==> src/rtl/vmul_pkg.sv <==
package vmul_pkg;
   typedef enum logic [2:0] {
      ST_IDLE,
      ST_DECODE,
      ST_FETCH,
      ST_COMPUTE,
      ST_SETUP,
      ST_DRAIN,
      ST_DONE
   } vmul_stage_e;
endpackage

==> src/rtl/vmul_lbuf.sv <==
module vmul_lbuf #(
   parameter int DW    = 16,
   parameter int DEPTH = 64,
   parameter int IW    = 6
) (
   input  logic                  clk,
   input  logic                  opw_en,
   input  logic                  opw_sel_b,
   input  logic [IW-1:0]         opw_idx,
   input  logic [DW-1:0]         opw_data,
   input  logic [IW-1:0]         op_rd_idx,
   output logic signed [DW-1:0]  op_rd_a,
   output logic signed [DW-1:0]  op_rd_b,
   input  logic                  zw_en,
   input  logic [IW-1:0]         zw_idx,
   input  logic [2*DW-1:0]       zw_data,
   input  logic [IW-1:0]         zr_idx,
   output logic [2*DW-1:0]       zr_data
);
   logic [DW-1:0]   a_q [DEPTH];
   logic [DW-1:0]   b_q [DEPTH];
   logic [2*DW-1:0] z_q [DEPTH];

   for (genvar e = 0; e < DEPTH; e++) begin : g_ent
      always_ff @(posedge clk) begin
         if (opw_en && !opw_sel_b && opw_idx == IW'(e)) a_q[e] <= opw_data;
         if (opw_en &&  opw_sel_b && opw_idx == IW'(e)) b_q[e] <= opw_data;
         if (zw_en && zw_idx == IW'(e))                 z_q[e] <= zw_data;
      end
   end

   assign op_rd_a = a_q[op_rd_idx];
   assign op_rd_b = b_q[op_rd_idx];
   assign zr_data = z_q[zr_idx];
endmodule

==> src/rtl/vmul_mulpipe.sv <==
module vmul_mulpipe #(
   parameter int DW     = 16,
   parameter int IW     = 6,
   parameter bit SIGNED = 1'b1
) (
   input  logic                 clk,
   input  logic                 rst_n,
   input  logic                 in_valid,
   input  logic [IW-1:0]        in_idx,
   input  logic signed [DW-1:0] in_a,
   input  logic signed [DW-1:0] in_b,
   output logic                 out_valid,
   output logic [IW-1:0]        out_idx,
   output logic [2*DW-1:0]      out_prod
);
   localparam int MW = 2 * DW;
   logic [MW-1:0] prod_d;

   if (SIGNED) begin : g_signed
      logic signed [MW-1:0] sp;
      assign sp     = in_a * in_b;
      assign prod_d = sp;
   end else begin : g_unsigned
      assign prod_d = MW'(unsigned'(in_a)) * MW'(unsigned'(in_b));
   end

   always_ff @(posedge clk or negedge rst_n) begin
      if (!rst_n) begin
         out_valid <= 1'b0;
         out_idx   <= '0;
         out_prod  <= '0;
      end else begin
         out_valid <= in_valid;
         if (in_valid) begin
            out_idx  <= in_idx;
            out_prod <= prod_d;
         end
      end
   end
endmodule

==> src/rtl/vmul_agu.sv <==
module vmul_agu #(
   parameter int AW = 32,
   parameter int CW = 7,
   parameter int FW = 8
) (
   input  logic          drain,
   input  logic [FW-1:0] iss_cnt,
   input  logic [CW-1:0] n_elem,
   input  logic [CW-1:0] wr_idx,
   input  logic [AW-1:0] base_a,
   input  logic [AW-1:0] base_b,
   input  logic [AW-1:0] base_d,
   output logic [AW-1:0] addr
);
   logic          in_b;
   logic [FW-1:0] b_off;

   assign in_b  = iss_cnt >= FW'(n_elem);
   assign b_off = iss_cnt - FW'(n_elem);

   always_comb begin
      if (drain)      addr = base_d + AW'(wr_idx);
      else if (in_b)  addr = base_b + AW'(b_off);
      else            addr = base_a + AW'(iss_cnt);
   end
endmodule

==> src/rtl/vmul_copro.sv <==
module vmul_copro
   import vmul_pkg::*;
#(
   parameter int DW   = 16,
   parameter int AW   = 32,
   parameter int LW   = 16,
   parameter int MAXN = 64
) (
   input  logic             clk,
   input  logic             rst_n,
   input  logic             cmd_valid,
   output logic             cmd_ready,
   input  logic [AW-1:0]    cmd_src_a,
   input  logic [AW-1:0]    cmd_src_b,
   input  logic [AW-1:0]    cmd_dst,
   input  logic [LW-1:0]    cmd_len,
   output logic             done,
   output logic             err,
   output logic             mem_req,
   input  logic             mem_gnt,
   output logic             mem_we,
   output logic [AW-1:0]    mem_addr,
   output logic [2*DW-1:0]  mem_wdata,
   input  logic [2*DW-1:0]  mem_rdata,
   input  logic             mem_rvalid
);
   localparam int MW = 2 * DW;
   localparam int IW = $clog2(MAXN);
   localparam int CW = IW + 1;
   localparam int FW = IW + 2;

   initial begin : g_param_chk
      assert (MAXN >= 2 && (1 << IW) == MAXN) else $error("MAXN must be a power of two >= 2");
      assert (LW > IW) else $error("LW too narrow for MAXN");
      assert (DW >= 2) else $error("DW too small");
   end

   vmul_stage_e   stage_q;
   logic [AW-1:0] base_a_q, base_b_q, base_d_q, wr_base_q;
   logic [LW-1:0] len_q;
   logic [CW-1:0] n_q, idx_q;
   logic [FW-1:0] iss_q, rcv_q, n2;
   logic          err_q;

   logic                 rcv_b;
   logic [FW-1:0]        rcv_off;
   logic signed [DW-1:0] op_a, op_b;
   logic                 mp_in_valid, mp_out_valid;
   logic [IW-1:0]        mp_out_idx;
   logic [MW-1:0]        mp_prod, z_rd;
   logic                 rdata_hi_unused;

   assign n2              = {n_q, 1'b0};
   assign rcv_b           = rcv_q >= FW'(n_q);
   assign rcv_off         = rcv_b ? rcv_q - FW'(n_q) : rcv_q;
   assign mp_in_valid     = (stage_q == ST_COMPUTE) && (idx_q < n_q);
   assign rdata_hi_unused = ^mem_rdata[MW-1:DW];

   vmul_lbuf #(.DW(DW), .DEPTH(MAXN), .IW(IW)) u_lbuf (
      .clk       (clk),
      .opw_en    (stage_q == ST_FETCH && mem_rvalid),
      .opw_sel_b (rcv_b),
      .opw_idx   (IW'(rcv_off)),
      .opw_data  (mem_rdata[DW-1:0]),
      .op_rd_idx (IW'(idx_q)),
      .op_rd_a   (op_a),
      .op_rd_b   (op_b),
      .zw_en     (mp_out_valid),
      .zw_idx    (mp_out_idx),
      .zw_data   (mp_prod),
      .zr_idx    (IW'(idx_q)),
      .zr_data   (z_rd)
   );

   vmul_mulpipe #(.DW(DW), .IW(IW), .SIGNED(1'b1)) u_mul (
      .clk       (clk),
      .rst_n     (rst_n),
      .in_valid  (mp_in_valid),
      .in_idx    (IW'(idx_q)),
      .in_a      (op_a),
      .in_b      (op_b),
      .out_valid (mp_out_valid),
      .out_idx   (mp_out_idx),
      .out_prod  (mp_prod)
   );

   vmul_agu #(.AW(AW), .CW(CW), .FW(FW)) u_agu (
      .drain   (stage_q == ST_DRAIN),
      .iss_cnt (iss_q),
      .n_elem  (n_q),
      .wr_idx  (idx_q),
      .base_a  (base_a_q),
      .base_b  (base_b_q),
      .base_d  (wr_base_q),
      .addr    (mem_addr)
   );

   assign cmd_ready = (stage_q == ST_IDLE);
   assign done      = (stage_q == ST_DONE);
   assign err       = err_q;
   assign mem_req   = (stage_q == ST_FETCH && iss_q < n2) || (stage_q == ST_DRAIN);
   assign mem_we    = (stage_q == ST_DRAIN);
   assign mem_wdata = z_rd;

   always_ff @(posedge clk or negedge rst_n) begin
      if (!rst_n) begin
         stage_q   <= ST_IDLE;
         base_a_q  <= '0;
         base_b_q  <= '0;
         base_d_q  <= '0;
         wr_base_q <= '0;
         len_q     <= '0;
         n_q       <= '0;
         idx_q     <= '0;
         iss_q     <= '0;
         rcv_q     <= '0;
         err_q     <= 1'b0;
      end else begin
         case (stage_q)
            ST_IDLE: if (cmd_valid) begin
               base_a_q <= cmd_src_a;
               base_b_q <= cmd_src_b;
               base_d_q <= cmd_dst;
               len_q    <= cmd_len;
               stage_q  <= ST_DECODE;
            end
            ST_DECODE: begin
               iss_q <= '0;
               rcv_q <= '0;
               idx_q <= '0;
               if (len_q > LW'(MAXN)) begin
                  n_q     <= CW'(MAXN);
                  err_q   <= 1'b1;
                  stage_q <= ST_FETCH;
               end else begin
                  n_q     <= CW'(len_q);
                  stage_q <= (len_q == '0) ? ST_DONE : ST_FETCH;
               end
            end
            ST_FETCH: begin
               if (mem_req && mem_gnt) iss_q <= iss_q + 1'b1;
               if (mem_rvalid) begin
                  rcv_q <= rcv_q + 1'b1;
                  if (rcv_q == n2 - 1'b1) stage_q <= ST_COMPUTE;
               end
            end
            ST_COMPUTE: begin
               if (mp_in_valid) idx_q <= idx_q + 1'b1;
               if (mp_out_valid && mp_out_idx == IW'(n_q - 1'b1)) stage_q <= ST_SETUP;
            end
            ST_SETUP: begin
               wr_base_q <= base_d_q;
               idx_q     <= '0;
               stage_q   <= ST_DRAIN;
            end
            ST_DRAIN: if (mem_gnt) begin
               if (idx_q == n_q - 1'b1) stage_q <= ST_DONE;
               else                     idx_q   <= idx_q + 1'b1;
            end
            default: stage_q <= ST_IDLE;
         endcase
      end
   end
endmodule

==> config.mk <==
export PLATFORM = sky130hd
export DESIGN_NAME = vmul_copro
export DESIGN_NICKNAME = d
export VERILOG_FILES = /design/src/rtl/vmul_pkg.sv /design/src/rtl/vmul_lbuf.sv /design/src/rtl/vmul_mulpipe.sv /design/src/rtl/vmul_agu.sv /design/src/rtl/vmul_copro.sv
export SDC_FILE = /design/constraint.sdc
export NUM_CORES = 2
export LEC_CHECK = 0
export BUFFER_PORTS_ARGS = -buffer_cell sky130_fd_sc_hd__buf_2
export CORE_MARGIN = 5
export CORE_UTILIZATION = 30
export DETAILED_ROUTE_END_ITERATION = 10
export GPL_TIMING_DRIVEN = 1
export PLACE_DENSITY_LB_ADDON = 0.3
export SETUP_SLACK_MARGIN = 0.4
export SYNTH_ARGS = -nofsm -noshare
export SYNTH_HDL_FRONTEND = slang
export SYNTH_HIERARCHICAL = 1
export SYNTH_SLANG_ARGS = --single-unit
export TNS_END_PERCENT = 100
==> constraint.sdc <==
create_clock -name clk -period 19.65 [get_ports clk]
set_input_delay 0 -clock clk [delete_from_list [all_inputs] [get_ports clk]]
set_output_delay 0 -clock clk [all_outputs]
set_load 0.05 [all_outputs]
# Yosys cells after proc, flatten, opt, wreduce, memory -nomap -nowiden

Memory sizes are Yosys's and may differ from the RTL's.
Index checks and enable logic that the tools add are counted.

Register bits after elaboration: 217
Memory bits (writable): 4096
Input port bits: 149
Output and inout bits: 69
Memories: 3

Memories:

| memory     | words | bits a word | rd ports | clocked after Yosys merged registers in | write ports | RTL line        | RTL |
|---|---|---|---|---|---|---|---|
| u_lbuf.z_q | 64    | 32          | 1        | 0                                       | 1           | vmul_lbuf.sv:22 | `logic [2*DW-1:0] z_q [DEPTH];` |
| u_lbuf.a_q | 64    | 16          | 1        | 0                                       | 1           | vmul_lbuf.sv:20 | `logic [DW-1:0] a_q [DEPTH];` |
| u_lbuf.b_q | 64    | 16          | 1        | 0                                       | 1           | vmul_lbuf.sv:21 | `logic [DW-1:0] b_q [DEPTH];` |

Add/subtract/negate cells: 10
Multipliers: 1
$lt $le $gt $ge: 5
Eq/ne operators: 144
Mux-type cells: 972
Reduce and logical (&&, ||, !) cells: 403

Operator list:

| kind                  | count |
|---|---|
| $mux W32              | 65 |
| $mux W16              | 126 |
| $reduce_or A16 Y1     | 126 |
| $reduce_or A32 Y1     | 63 |
| $mux W6               | 190 |
| $mux W1               | 573 |
| $eq A6 B6 Y1 const B  | 64 |
| $logic_and A1 B1 Y1   | 199 |
| $eq A6 B5 Y1 const B  | 32 |
| $eq A6 B4 Y1 const B  | 16 |
| $add A32 B8 Y32       | 2 |
| $eq A6 B3 Y1 const B  | 8 |
| $add A32 B7 Y32       | 1 |
| $mul A16 B16 Y32      | 1 |
| $pmux W8 S2           | 2 |
| $mux W7               | 4 |
| $eq A6 B2 Y1 const B  | 4 |
| $mux W3               | 8 |
| $pmux W7 S3           | 1 |
| $pmux W3 S6           | 1 |
| $add A8 B1 Y8 const B | 2 |
| $ge A8 B7 Y1          | 2 |
| $gt A16 B7 Y1 const B | 1 |
| $logic_not A16 Y1     | 1 |
| other kinds (27)      | 43 |

# Depth between registers and ports, before layout

Depth after elaboration: 70
Depth in mapped cells: 31
Depth with buffers taken out: 25

# Hierarchy

The synthesis kept the hierarchy.

Modules (own cells, without submodules):

| module       | times used | cells an instance | area an instance (sq um) | sequential area each (sq um) |
|---|---|---|---|---|
| vmul_lbuf    | 1          | 6722              | 155462.9                 | 122998.0 |
| vmul_mulpipe | 1          | 1200              | 11358.4                  | 975.9 |
| vmul_copro   | 1          | 632               | 8204.1                   | 4454.3 |
| vmul_agu     | 1          | 487               | 3285.7                   | 0.0 |

# Worst setup path after synthesis

No wires, ideal clock.

Path type: register -> register
From: register idx_q[1]
To: register u_mul.out_prod[27]
Setup time: 126 ps
Arrival time: 7641 ps
Required time: 19524 ps
Path slack: 11883 ps
Stages on the path, launching flop included: 27
Path buffers: 6
Clock period less this slack: 7767 ps
Path through: dfrtp_1 buf_2 buf_2 buf_2 clkbuf_1 o22ai_1 o221ai_1 o21ai_0 a311oi_1 clkbuf_1 nand2_1 inv_1 fa_1 fa_1 fa_1 fa_1 fa_1 inv_1 fa_1 inv_1 ha_1 clkbuf_1 nand3_1 or4_4 o21ai_4 xor2_1 mux2_2

Longest elaborated chain between the ends: 2

RTL lines:

| item                   | RTL line           | RTL |
|---|---|---|
| start, declared        | vmul_copro.sv:41   | `logic [CW-1:0] n_q, idx_q;` |
| start signal, assigned | vmul_copro.sv:148  | `if (mp_in_valid) idx_q <= idx_q + 1'b1;` |
| start signal, assigned | vmul_copro.sv:158  | `else idx_q <= idx_q + 1'b1;` |
| $mem_v2 Z64 W16        | -                  |  |
| via op_b[1]            | vmul_copro.sv:47   | `logic signed [DW-1:0] op_a, op_b;` |
| $mul A16 B16 Y32       | vmul_mulpipe.sv:21 | `assign sp = in_a * in_b;` |
| end signal, assigned   | vmul_mulpipe.sv:36 | `out_prod <= prod_d;` |
| end, declared          | vmul_mulpipe.sv:14 | `output logic [2*DW-1:0] out_prod` |

The timed path passes the listed nets, and every way through them passes these cells.
A chain may end at the register's enable or synchronous reset.

# Worst setup path in the final report

From: register idx_q[0]
To: register u_mul.out_prod[30]

Longest elaborated chain between the ends: 2

RTL lines:

| item             | RTL line |
|---|---|
| $mem_v2 Z64 W16  | - |
| via op_a[15]     | vmul_copro.sv:47 |
| $mul A16 B16 Y32 | vmul_mulpipe.sv:21 |

The timed path passes the listed nets, and every way through them passes these cells.

==> reports/metrics.yaml <==
synthMuxAreaShare: 0.1435
die_h_um: 781.0
critPathKind: "reg -> reg"
root_buffer: "clkbuf_16"
r2r_setup_slack_ps: 8520
grt_max_degree: 133
synth_top_area_cell: "edfxtp_1"
die-area_um2: 609900
netlist-cell-type-count: 99
ios: 218
end_kind: "flip-flop"
area_delta_synth_final_pct: 16.37
max-cap-violations: 0
synth_xor_area_frac: 0.007284
drtIter0Drc: 8624
netlist.area_leader.share: 0.6898
synth_compound_area_frac: 0.03578
syn-cell-area_um2: 178300
yosys_warnings: 6
core_um2: 593100
drtPass1Iterations: 5
initial_utilization: 0.3006
grt_first_pass_wirelength_um: 706100
syn_area_per_cell_um2: 19.72
clk_pin_slew_worst_paths_ps: 60
finish.utilization: 0.3499
setup_viol: 0
ys.flop_type: "edfxtp_1"
dp_cells: 16960
rows: 283
nNetsFinal: 10440
syn-instance-count: 9041
grt_pass1_vias: 96580
fp.dieW_um: 781.0
rsz0062_at_grt: "false"
period_share: 0.5666
clk_latency_ps: 1070
worstPathArrival_ps: 12000
hp-class: "in -> reg"
drc_errors: 0
cts_max_level: 5
antenna_found_initial: 45
power.density_nw_per_um2: 87.79
avgViaCountPerCell: 5.107
slew_violations: 0
port_buffers: 201
required_ps: 20520
worstMarginPinSlew_ps: 1357
period_minus_slack_ps: 11130
critPathMaxFanout: 81
timing.rr.end: "u_mul/out_prod[30]"
place_ws_ps: 8276
synth_edf_count: 4096
tns_ps: 0
drtAntennaViolNets: 0
yosysSeqAreaShare: 0.7202
timing.rr.start: "idx_q[0]"
overflow: 0
synth_top_family_by_area: "multiplexers"
clock-sinks: 4313
slew-limit-headroom: 0.09217
synth_area_leaders: "edfxtp_1, mux4_2, dfrtp_1"
setup_ws_ps: 8516
peakVddDrop_uv: 76.18
hold_depth: 2
layoutNonFillerInstCount: 18110
cts_buffers: 436
hold_viol: 0
cts_buffer_depth: 4
place.gp.congestion: 0.8399
syn_nets: 9593
async_flop_share: 0.05031
hp-start: "mem_rdata[11]"
status: "completed"
ff2ff_path_depth: 25
vias: 92500
clock_skew_ps: 95.60
synth_seq_cells: 4313
fmax_mhz: 89.82
wl_um: 492900
synth_simple_gate_area_frac: 0.03360
fillers: 55010
final_layout_size_suffix_gt1_frac: 0.2484
detail_route.wl_per_cell_um: 27.21
cts_tree: "done"
grt_usage: 0.1572
min_to: "u_lbuf/b_q[28][11]"
critPathLaunchType: "flip-flop"
dp.final_hpwl_um: 292900
synth-adder-area-share: 0.03952
p_leak_uw: 0.06021
state kept, by name (all words and copies together), names as in the netlist, 8 cells and up:
register        flops
len_q              16
u_lbuf/z_q       2048
base_d_q           32
u_lbuf/b_q       1024
base_b_q           32
base_a_q           32
iss_q               8
u_mul/out_prod     32
rcv_q               8
wr_base_q          32
u_lbuf/a_q       1024
per-layer routing:
layer / GRT usage / vias up / routed length, um
met5: 0 / - / 0
met4: 0.04561 / 0 / 14580
li1: - / 38410 / -
met1: 0.2084 / 50250 / 201400
met2: 0.2710 / 3123 / 248800
met3: 0.01957 / 724 / 28080
worst max path at each step:
stage          slack [ps]  depth (start not counted)     start            endpoint
2_1_floorplan       11880                         26  idx_q[1]  u_mul/out_prod[27]
3_3_place_gp         8370                         25  idx_q[0]  u_mul/out_prod[30]
3_5_place_dp         8280                         25  idx_q[0]  u_mul/out_prod[30]
4_1_cts              8180                         25  idx_q[0]  u_mul/out_prod[30]
5_1_grt              7750                         25  idx_q[0]  u_mul/out_prod[30]
6_report             8520                         25  idx_q[0]  u_mul/out_prod[30]
stage by stage:
| stage | power, uW | instance area, um2 | hold slack [ps] |
|---|---|---|---|
| CTS | 18420 | 207400 | 6.907 |
| finish | 18220 | 207500 | 79.36 |
| global placement | 10270 | 190300 | 50.11 |
| floorplan | 10180 | 178300 | -295.6 |
| global route | 18790 | 207500 | 51.01 |
| detailed placement | 10280 | 190300 | 79.53 |
cell families after synthesis:
kind of cell	after synthesis
mux	1267
buf+inv	806
fa+ha+maj	403
flops	4313
xor+xnor	143
simple gates	1205
compound gates	904
where the power goes:
part           leakage, uW  switching [uW]  internal, uW
Clock              0.00674            3540          4550
Combinational       0.0180            96.9          47.5
Sequential          0.0354               0          9980
layout make-up:
cell class              instances  area [um2]  area share
clock inverters               252        2384     0.01149
repair buffers                873        7049     0.03397
flip-flops and latches       4313      128500      0.6192
multi-input cells            3922       46990      0.2265
well taps                    7837        9806     0.04725
inverters                     337        1265    0.006096
diodes                         34       85.08   0.0004100
clock buffers                 545       11430     0.05510
critical path: stages, from the launching register on:
cell	delay, ps
dfrtp_4	930
buf_12	530
buf_4	680
buf_12	500
mux4_2	350
o22ai_1	120
nor4_2	880
o22a_1	810
nand2_1	210
inv_1	170
fa_1	560
fa_1	940
fa_1	530
fa_1	480
fa_1	520
inv_1	50
fa_1	470
inv_1	40
ha_1	350
a21oi_1	330
o21ai_1	160
o2bb2ai_1	160
o21a_1	200
o31ai_1	290
xnor2_1	130
mux2_2	270
synth_stat cells (38+ instances only):
library cell,instances
buf_2,106
o22ai_1,194
nand3_1,149
clkbuf_1,238
mux2_2,201
mux2i_1,54
and3_1,50
inv_1,337
o21ai_0,80
xor2_1,50
nand2_1,244
ha_1,136
nor2_1,324
nor3_1,39
dfrtp_1,217
a211oi_1,59
nand2b_1,38
a21oi_1,93
buf_4,64
a22oi_1,168
o221ai_1,89
fa_1,267
xnor2_1,90
nor2b_1,91
and2_1,139
edfxtp_1,4096
mux4_2,1011
nor4_1,40
what timing repair did:
action	CTS	global route
resized for setup	0	0
endpoints found under the hold margin	1946	0
hold buffers	323	0
setup buffers	0	0
cells in the final DEF, fill, tap and decap left out, types with 100 or more instances in the layout:
cell	synthesis	routed
a22oi_1	168	168
and2_1	139	137
buf_2	106	184
buf_4	64	356
clkbuf_1	238	101
clkbuf_16	0	439
clkinv_1	0	100
dfrtp_1	217	179
dlygate4sd3_1	0	321
edfxtp_1	4096	4096
fa_1	267	267
ha_1	136	136
inv_1	337	337
mux2_2	201	201
mux4_2	1011	1011
nand2_1	244	243
nand3_1	149	148
nor2_1	324	242
o22ai_1	194	194
Power figures use the tool's default switching activity.
